### src/rtl/ecollect_pkg.sv
package ecollect_pkg;
  localparam int SLOT_IDX_W = 4;

  typedef struct packed {
    logic                  shiftEn;
    logic [SLOT_IDX_W-1:0] slot;
  } ctl_t;
endpackage

### src/rtl/ecollect_dp.sv
module ecollect_dp
  import ecollect_pkg::*;
#(
  parameter int WORD_W  = 32,
  parameter int SLOTS   = 3,
  parameter int BLOCK_W = 1024
) (
  input  logic                    clk,
  input  logic                    rstN,
  input  ctl_t                    ctl,
  input  logic [SLOTS*WORD_W-1:0] wordsIn,
  output logic [BLOCK_W-1:0]      blockData
);
  logic [WORD_W-1:0]  selWord;
  logic [BLOCK_W-1:0] shiftReg;

  always_comb begin
    selWord = '0;
    for (int i = 0; i < SLOTS; i++) begin
      if (ctl.slot == SLOT_IDX_W'(i)) selWord = wordsIn[i*WORD_W +: WORD_W];
    end
  end

  // Oldest word migrates toward the top as new words enter at the bottom.
  always_ff @(posedge clk or negedge rstN) begin
    if (!rstN) shiftReg <= '0;
    else if (ctl.shiftEn) shiftReg <= {shiftReg[BLOCK_W-WORD_W-1:0], selWord};
  end

  assign blockData = shiftReg;
endmodule

### src/rtl/ecollect_ctl.sv
module ecollect_ctl
  import ecollect_pkg::*;
#(
  parameter int SLOTS = 3,
  parameter int WORDS = 32
) (
  input  logic             clk,
  input  logic             rstN,
  input  logic [SLOTS-1:0] validAll,
  input  logic             blockReady,
  output logic [SLOTS-1:0] readyAll,
  output logic             blockValid,
  output ctl_t             ctl
);
  localparam int SLOT_W = (SLOTS > 1) ? $clog2(SLOTS) : 1;
  localparam int CNT_W  = $clog2(WORDS);

  logic [SLOT_W-1:0] turn;
  logic [CNT_W-1:0]  wordCnt;
  logic              holdBlk;
  logic              wordTaken;

  assign wordTaken   = !holdBlk && validAll[turn];
  assign readyAll    = holdBlk ? '0 : (SLOTS'(1) << turn);
  assign blockValid  = holdBlk;
  assign ctl.shiftEn = wordTaken;
  assign ctl.slot    = SLOT_IDX_W'(turn);

  always_ff @(posedge clk or negedge rstN) begin
    if (!rstN) begin
      turn    <= '0;
      wordCnt <= '0;
      holdBlk <= 1'b0;
    end else begin
      if (wordTaken) begin
        turn <= (turn == SLOT_W'(SLOTS-1)) ? '0 : turn + 1'b1;
        if (wordCnt == CNT_W'(WORDS-1)) begin
          wordCnt <= '0;
          holdBlk <= 1'b1;
        end else begin
          wordCnt <= wordCnt + 1'b1;
        end
      end
      if (holdBlk && blockReady) holdBlk <= 1'b0;
    end
  end
endmodule

### src/rtl/ecollect_top.sv
module ecollect_top
  import ecollect_pkg::*;
#(
  parameter int NUM_SRC = 2,
  parameter int FB_EN   = 1,
  parameter int WORD_W  = 32,
  parameter int BLOCK_W = 1024
) (
  input  logic                      clk,
  input  logic                      rstN,
  input  logic [NUM_SRC*WORD_W-1:0] srcData,
  input  logic [NUM_SRC-1:0]        srcValid,
  output logic [NUM_SRC-1:0]        srcReady,
  input  logic [WORD_W-1:0]         fbData,
  input  logic                      fbValid,
  output logic                      fbReady,
  output logic [BLOCK_W-1:0]        blockData,
  output logic                      blockValid,
  input  logic                      blockReady
);
  localparam int SLOTS = NUM_SRC + ((FB_EN != 0) ? 1 : 0);
  localparam int WORDS = BLOCK_W / WORD_W;

  logic [SLOTS-1:0]        validAll;
  logic [SLOTS-1:0]        readyAll;
  logic [SLOTS*WORD_W-1:0] wordsAll;
  ctl_t                    ctl;

  generate
    if (FB_EN != 0) begin : g_fb
      assign validAll = {fbValid, srcValid};
      assign wordsAll = {fbData, srcData};
      assign fbReady  = readyAll[NUM_SRC];
    end else begin : g_nofb
      assign validAll = srcValid;
      assign wordsAll = srcData;
      assign fbReady  = 1'b0;
    end
  endgenerate

  assign srcReady = readyAll[NUM_SRC-1:0];

  ecollect_ctl #(.SLOTS(SLOTS), .WORDS(WORDS)) u_ctl (
    .clk(clk), .rstN(rstN), .validAll(validAll), .blockReady(blockReady),
    .readyAll(readyAll), .blockValid(blockValid), .ctl(ctl)
  );

  ecollect_dp #(.WORD_W(WORD_W), .SLOTS(SLOTS), .BLOCK_W(BLOCK_W)) u_dp (
    .clk(clk), .rstN(rstN), .ctl(ctl), .wordsIn(wordsAll), .blockData(blockData)
  );
endmodule

### config.mk
export PLATFORM = sky130hd
export DESIGN_NAME = ecollect_top
export DESIGN_NICKNAME = d
export VERILOG_FILES = /design/src/rtl/ecollect_pkg.sv /design/src/rtl/ecollect_dp.sv /design/src/rtl/ecollect_ctl.sv /design/src/rtl/ecollect_top.sv
export SDC_FILE = /design/constraint.sdc
export NUM_CORES = 2
export LEC_CHECK = 0
export BUFFER_PORTS_ARGS = -buffer_cell sky130_fd_sc_hd__buf_2
export CORE_AREA = 3 3 436 438
export DETAILED_ROUTE_END_ITERATION = 8
export DIE_AREA = 0 0 439 441
export PLACE_DENSITY = 0.41
export SLEW_MARGIN = 25
export SYNTH_ARGS = -nofsm -noshare
export SYNTH_HDL_FRONTEND = slang
export SYNTH_SLANG_ARGS = --single-unit
export TNS_END_PERCENT = 50
### constraint.sdc
create_clock -name clk -period 3.3 [get_ports clk]
set_input_delay 0.165 -clock clk [delete_from_list [all_inputs] [get_ports clk]]
set_output_delay 0.165 -clock clk [all_outputs]
set_load 0.005 [all_outputs]
Word-level counts from Yosys, hierarchy flattened

Index checks and enable logic that the tools add are counted.

Shift-type cells: 1
Magnitude comparators: 1
Mux-type cells: 11
Add/sub/neg operators: 2
Eq/ne operators: 3
Reduce and logical (&&, ||, !) cells: 7

Operators with widths:

| operator              | number |
|---|---|
| $mux W32              | 3 |
| $add A5 B1 Y5 const B | 1 |
| $eq A5 B5 Y1 const B  | 1 |
| $mux W5               | 1 |
| $logic_not A4 Y1      | 1 |
| $mux W1               | 4 |
| $reduce_bool A2 Y1    | 2 |
| $lt A2 B3 Y1 const B  | 1 |
| $mux W3               | 1 |
| $shl A1 B2 Y3 const A | 1 |
| $add A2 B1 Y2 const B | 1 |
| $bmux W1 S2           | 1 |
| $eq A2 B1 Y1 const B  | 1 |
| $eq A2 B2 Y1 const B  | 1 |
| $logic_and A1 B1 Y1   | 2 |
| $mux W2               | 1 |
| $reduce_and A2 Y1     | 1 |
| $logic_not A1 Y1      | 1 |

Output and inout port bits: 1028
Flip-flop bits (word level): 1032
Input port bits: 102

Depth between registers and ports, before layout

Word-level depth: 5
Gate-level depth with buffers: 8
Mapped depth without buffers: 6

Hierarchy

A second synthesis with hierarchy kept.

Cells, all modules: 2356
Area total of the unflattened synthesis: 39198.8 sq um

By module, submodules not included:

| module       | cells each | area each (sq um) | times used |
|---|---|---|---|
| ecollect_dp  | 2309       | 38737.2           | 1 |
| ecollect_ctl | 47         | 461.7             | 1 |

Worst setup path before layout

OpenSTA, ideal clock, no wires.

Path kind: register to register
Start point: register u_ctl.turn[0]
End point: register u_dp.shiftReg[431] (netlist: u_dp.blockData[431])
Arrival time: 1780 ps
Buffers on the path: 5
Cell stages (with the launch flop): 9
Data required time: 3175 ps
Slack: 1395 ps
Cells stage by stage: dfrtp_1 > buf_2 > mux2i_1 > o21a_1 > buf_2 > buf_6 > buf_8 > buf_6 > mux2_4

Longest elaborated chain between the ends: 3

RTL lines:

| element                       | RTL line           | RTL |
|---|---|---|
| start: declaration            | ecollect_ctl.sv:18 | `logic [SLOT_W-1:0] turn;` |
| start signal: assignment      | ecollect_ctl.sv:36 | `turn <= (turn == SLOT_W'(SLOTS-1)) ? '0 : turn + 1'b1;` |
| $bmux W1 S2                   | ecollect_ctl.sv:23 | `assign wordTaken = !holdBlk && validAll[turn];` |
| $mux W1 (implied by the code) | ecollect_ctl.sv:23 |  |
| $logic_and A1 B1 Y1           | ecollect_ctl.sv:23 |  |
| end signal: assignment        | ecollect_dp.sv:27  | `else if (ctl.shiftEn) shiftReg <= {shiftReg[BLOCK_W-WORD_W-1:0], selWord};` |
| end: declaration              | ecollect_dp.sv:15  | `logic [BLOCK_W-1:0] shiftReg;` |

Every way passes these cells. The select of a mux whose other input is x is not followed.
A chain may end at the register's enable or synchronous reset.

Worst setup path after layout

Start point: register u_ctl.turn[1]
End point: output fbReady

Longest elaborated chain between the ends: 2

RTL lines:

| element          | RTL line           | RTL |
|---|---|---|
| $shl A1 B2 Y3    | ecollect_ctl.sv:24 | `assign readyAll = holdBlk ? '0 : (SLOTS'(1) << turn);` |
| $mux W3          | ecollect_ctl.sv:24 |  |
| end: declaration | ecollect_top.sv:16 | `output logic fbReady,` |

Every way passes these cells.

==> impl_results.md <==
- Status: finished, final reports clean
- H-tree lvl count: 3
- Top_reg_cell synth: dfrtp_1
- Buffers on Ports: 1129
- Via/cell ratio: 3.93
- Max Freq: 387 MHz
- Pre-antenna DRT Iters: 4
- Async S/R FF share, synth: 100%
- Min Tclk post-route: 2580 ps
- Crit-path cells: buf_4 -> nor2b_1 -> buf_4 -> and2_1 -> buf_2
- Most common cell type on the critical path: buf_4
- Clk Latency, worst-skew pair: 740 ps
- Hold Crit Class: primary input to flop
- IO Count: 1130
- Skew final: 29.1 ps
- Share of cells above drive strength 1: 66.2%
- Hpwl dp: 111000 um
- Final ANT Viol Nets: 0
- ANT cells: 0
- Drt wl/cell: 23.3 um
- Chip Width: 439 um
- Cells on worst reg2reg path: 6
- CTS resizes: 0
- Hold_sp: srcData[13]
- Relative max-transition margin: 56.6%
- Crit path launch type: flop
- Top cells by area, synth: dfrtp_1, mux2_4, mux2_2, buf_6, mux2i_1
- Clock Tree Buf Depth: 3
- # Post-CTS Setup Buffers: 0
- Post-Syn Nets: 2399
- CP Capture Type: output port
- Post-route insts no fill: 6153
- YS warnings: 0
- Detailed Route WL: 143000 um
- Most common cell in the synthesized netlist: dfrtp_1
- GRT Total Usage: 14.2%
- RSZ-0062 raised after global routing: no
- Global-route wire length before repair: 200000 um
- Top cell type's share of synthesized area: 62.8%
- Register-to-Register Setup Slack: 860 ps
- CTS Sinks: 1032
- GR Overflow Total: 0
- Met3 Use GR: 5.43%
- Final setup vio count: 0
- Vias in the first global route: 25630
- Area Growth Syn to Fin: 32.4%
- Post-synthesis cell area: 41100 um2
- DIE HEIGHT: 441 um
- Crit Path Category: flop to output port
- Total core area: 187000 um2
- GR Util met2: 25.6%
- Worst hold stages: 4
- RR Endpoint: u_dp.blockData[16]$_DFFE_PN0P_
- DRC viols: 0
- Placed Cells: 5867
- Leak pwr: 0.0284 uW
- Pin count of the biggest net entering global routing: 103
- Synthesized flop and latch total: 1032
- Tcrit/Tclk final: 78.2%
- Iteration-0 DRC Markers: 922
- Critical Path Max Stage Delay: 580 ps
- Initial antenna violation count: 1
- Worst r2r src: u_ctl.turn[1]$_DFFE_PN0P_
- Final count of pins violating max slew: 0
- M1 GR Usage: 15.5%
- Gr busiest metal: met2
- Hold endpoint: u_dp.blockData[13]$_DFFE_PN0P_
- Worst path slowest cell: dfrtp_1
- Register area share after synthesis: 62.8%
- Crit Path Max Fanout: 28
- Inserted Clock Buffers: 120
- Arrival time at the worst endpoint: 2420 ps
- Required @ worst endpoint: 3130 ps
- TritonCTS clock tree: done
- Worst slew pin tran: 651 ps
- Final hold violations: 0
- CTS root buf: clkbuf_16
- Final setup TNS: 0 ps
- Hold buffer count at CTS: 69
- Synth area leader: dfrtp_1
- Max cap viols: 0
- Worst vdd ir: 0.000544 V
- Synth Instances: 2294
- Netlist cell types: 31
- Util after Layout: 29.1%
- Reg clk slew, reported paths: 60 ps
- Nets@finish: 3668
- Avg Synthesized Cell Area: 17.9 um2
- Row count: 159
- Die area: 194000 um2
- Synth top cells by count: dfrtp_1, mux2_2, mux2_4
- Via count: 24173
- Post-synth EDFFs: 0
- Fill cells: 19195
- Pwr dens: 1090 nW/um2
- Initial core utilization: 22.0%
- Worst path buffer plus inverter count: 3
- Routability congestion estimate: 0.785
- Worst path top cell family by delay: buffers and inverters
## cells in the final DEF (no fill, tap or decap), types with 6 or more instances in the layout
cell and instances:
a21oi_1 11, a22oi_1 11, buf_12 26, buf_2 1128
buf_4 51, clkbuf_1 31, clkbuf_16 120, clkbuf_8 36
clkinv_2 12, clkinvlp_4 7, dfrtp_1 1032, dlygate4sd3_1 68
mux2_2 527, mux2_4 500, mux2i_1 33, nor2_1 6
o2bb2ai_1 21
## power by group
group / switching [uW] / internal (uW) / leakage (uW)
Combinational: 10200 / 13200 / 0.0131
Sequential: 4930 / 17700 / 0.0134
Clock: 5500 / 7800 / 0.00193
Total: 20600 / 38800 / 0.0284
## routing by layer
layer / wire [um] / vias up
li1: - / 10804
met1: 53100 / 12485
met2: 75000 / 735
met3: 12300 / 149
met4: 2920 / 0
met5: 0 / -
## kinds of logic after synthesis
logic type | count (synthesis) | synth area share [%]
mux | 1060 | 33.5
flops | 1032 | 62.8
fa+ha+maj | 3 | 0.0913
compound gates | 50 | 0.913
simple gates | 18 | 0.249
buf+inv | 131 | 2.47
## final cells by class
type                    count  area [um2]  share of cell area [%]
flip-flops and latches   1032       25800                    47.4
clock inverters            30         342                   0.627
multi-input cells        1131       14300                    26.3
well taps                2495        3120                    5.73
repair buffers           1274        7240                    13.3
inverters                   4        15.0                  0.0276
clock buffers             187        3610                    6.64
## state kept, by name, indices dropped and copies added (netlist names)
name              cells
u_ctl.blockValid      1
u_ctl.turn            2
u_ctl.wordCnt         5
u_dp.blockData     1024
## through the flow
step / area [um2] / worst slack, ps / hold WS (ps) / power, uW
6_report: 54500 / 718 / 111 / 59400
5_1_grt: 54500 / 489 / 50.8 / 63000
4_1_cts: 54500 / 580 / 29.1 / 60900
3_5_place_dp: 49800 / 966 / 185 / 46800
3_3_place_gp: 49800 / 1000 / 185 / 46500
2_1_floorplan: 41100 / 1400 / -131 / 35500
## worst max-delay path by stage
| stage | from | slack, ps | endpoint | depth (start not counted) |
|---|---|---|---|---|
| floorplan | u_ctl.turn[0]$_DFFE_PN0P_ | 1400 | u_dp.blockData[431]$_DFFE_PN0P_ | 8 |
| global placement | u_ctl.turn[1]$_DFFE_PN0P_ | 1000 | u_dp.blockData[346]$_DFFE_PN0P_ | 5 |
| detailed placement | u_ctl.turn[1]$_DFFE_PN0P_ | 970 | u_dp.blockData[406]$_DFFE_PN0P_ | 5 |
| CTS | u_ctl.turn[1]$_DFFE_PN0P_ | 580 | fbReady | 5 |
| global route | u_ctl.turn[1]$_DFFE_PN0P_ | 490 | fbReady | 5 |
| finish | u_ctl.turn[1]$_DFFE_PN0P_ | 720 | fbReady | 5 |
## worst min-delay path: stages
cell	delay, ps
buf_2	80
mux2i_1	60
o2bb2ai_1	330
mux2_2	180
(Power assumes the default switching activity.)
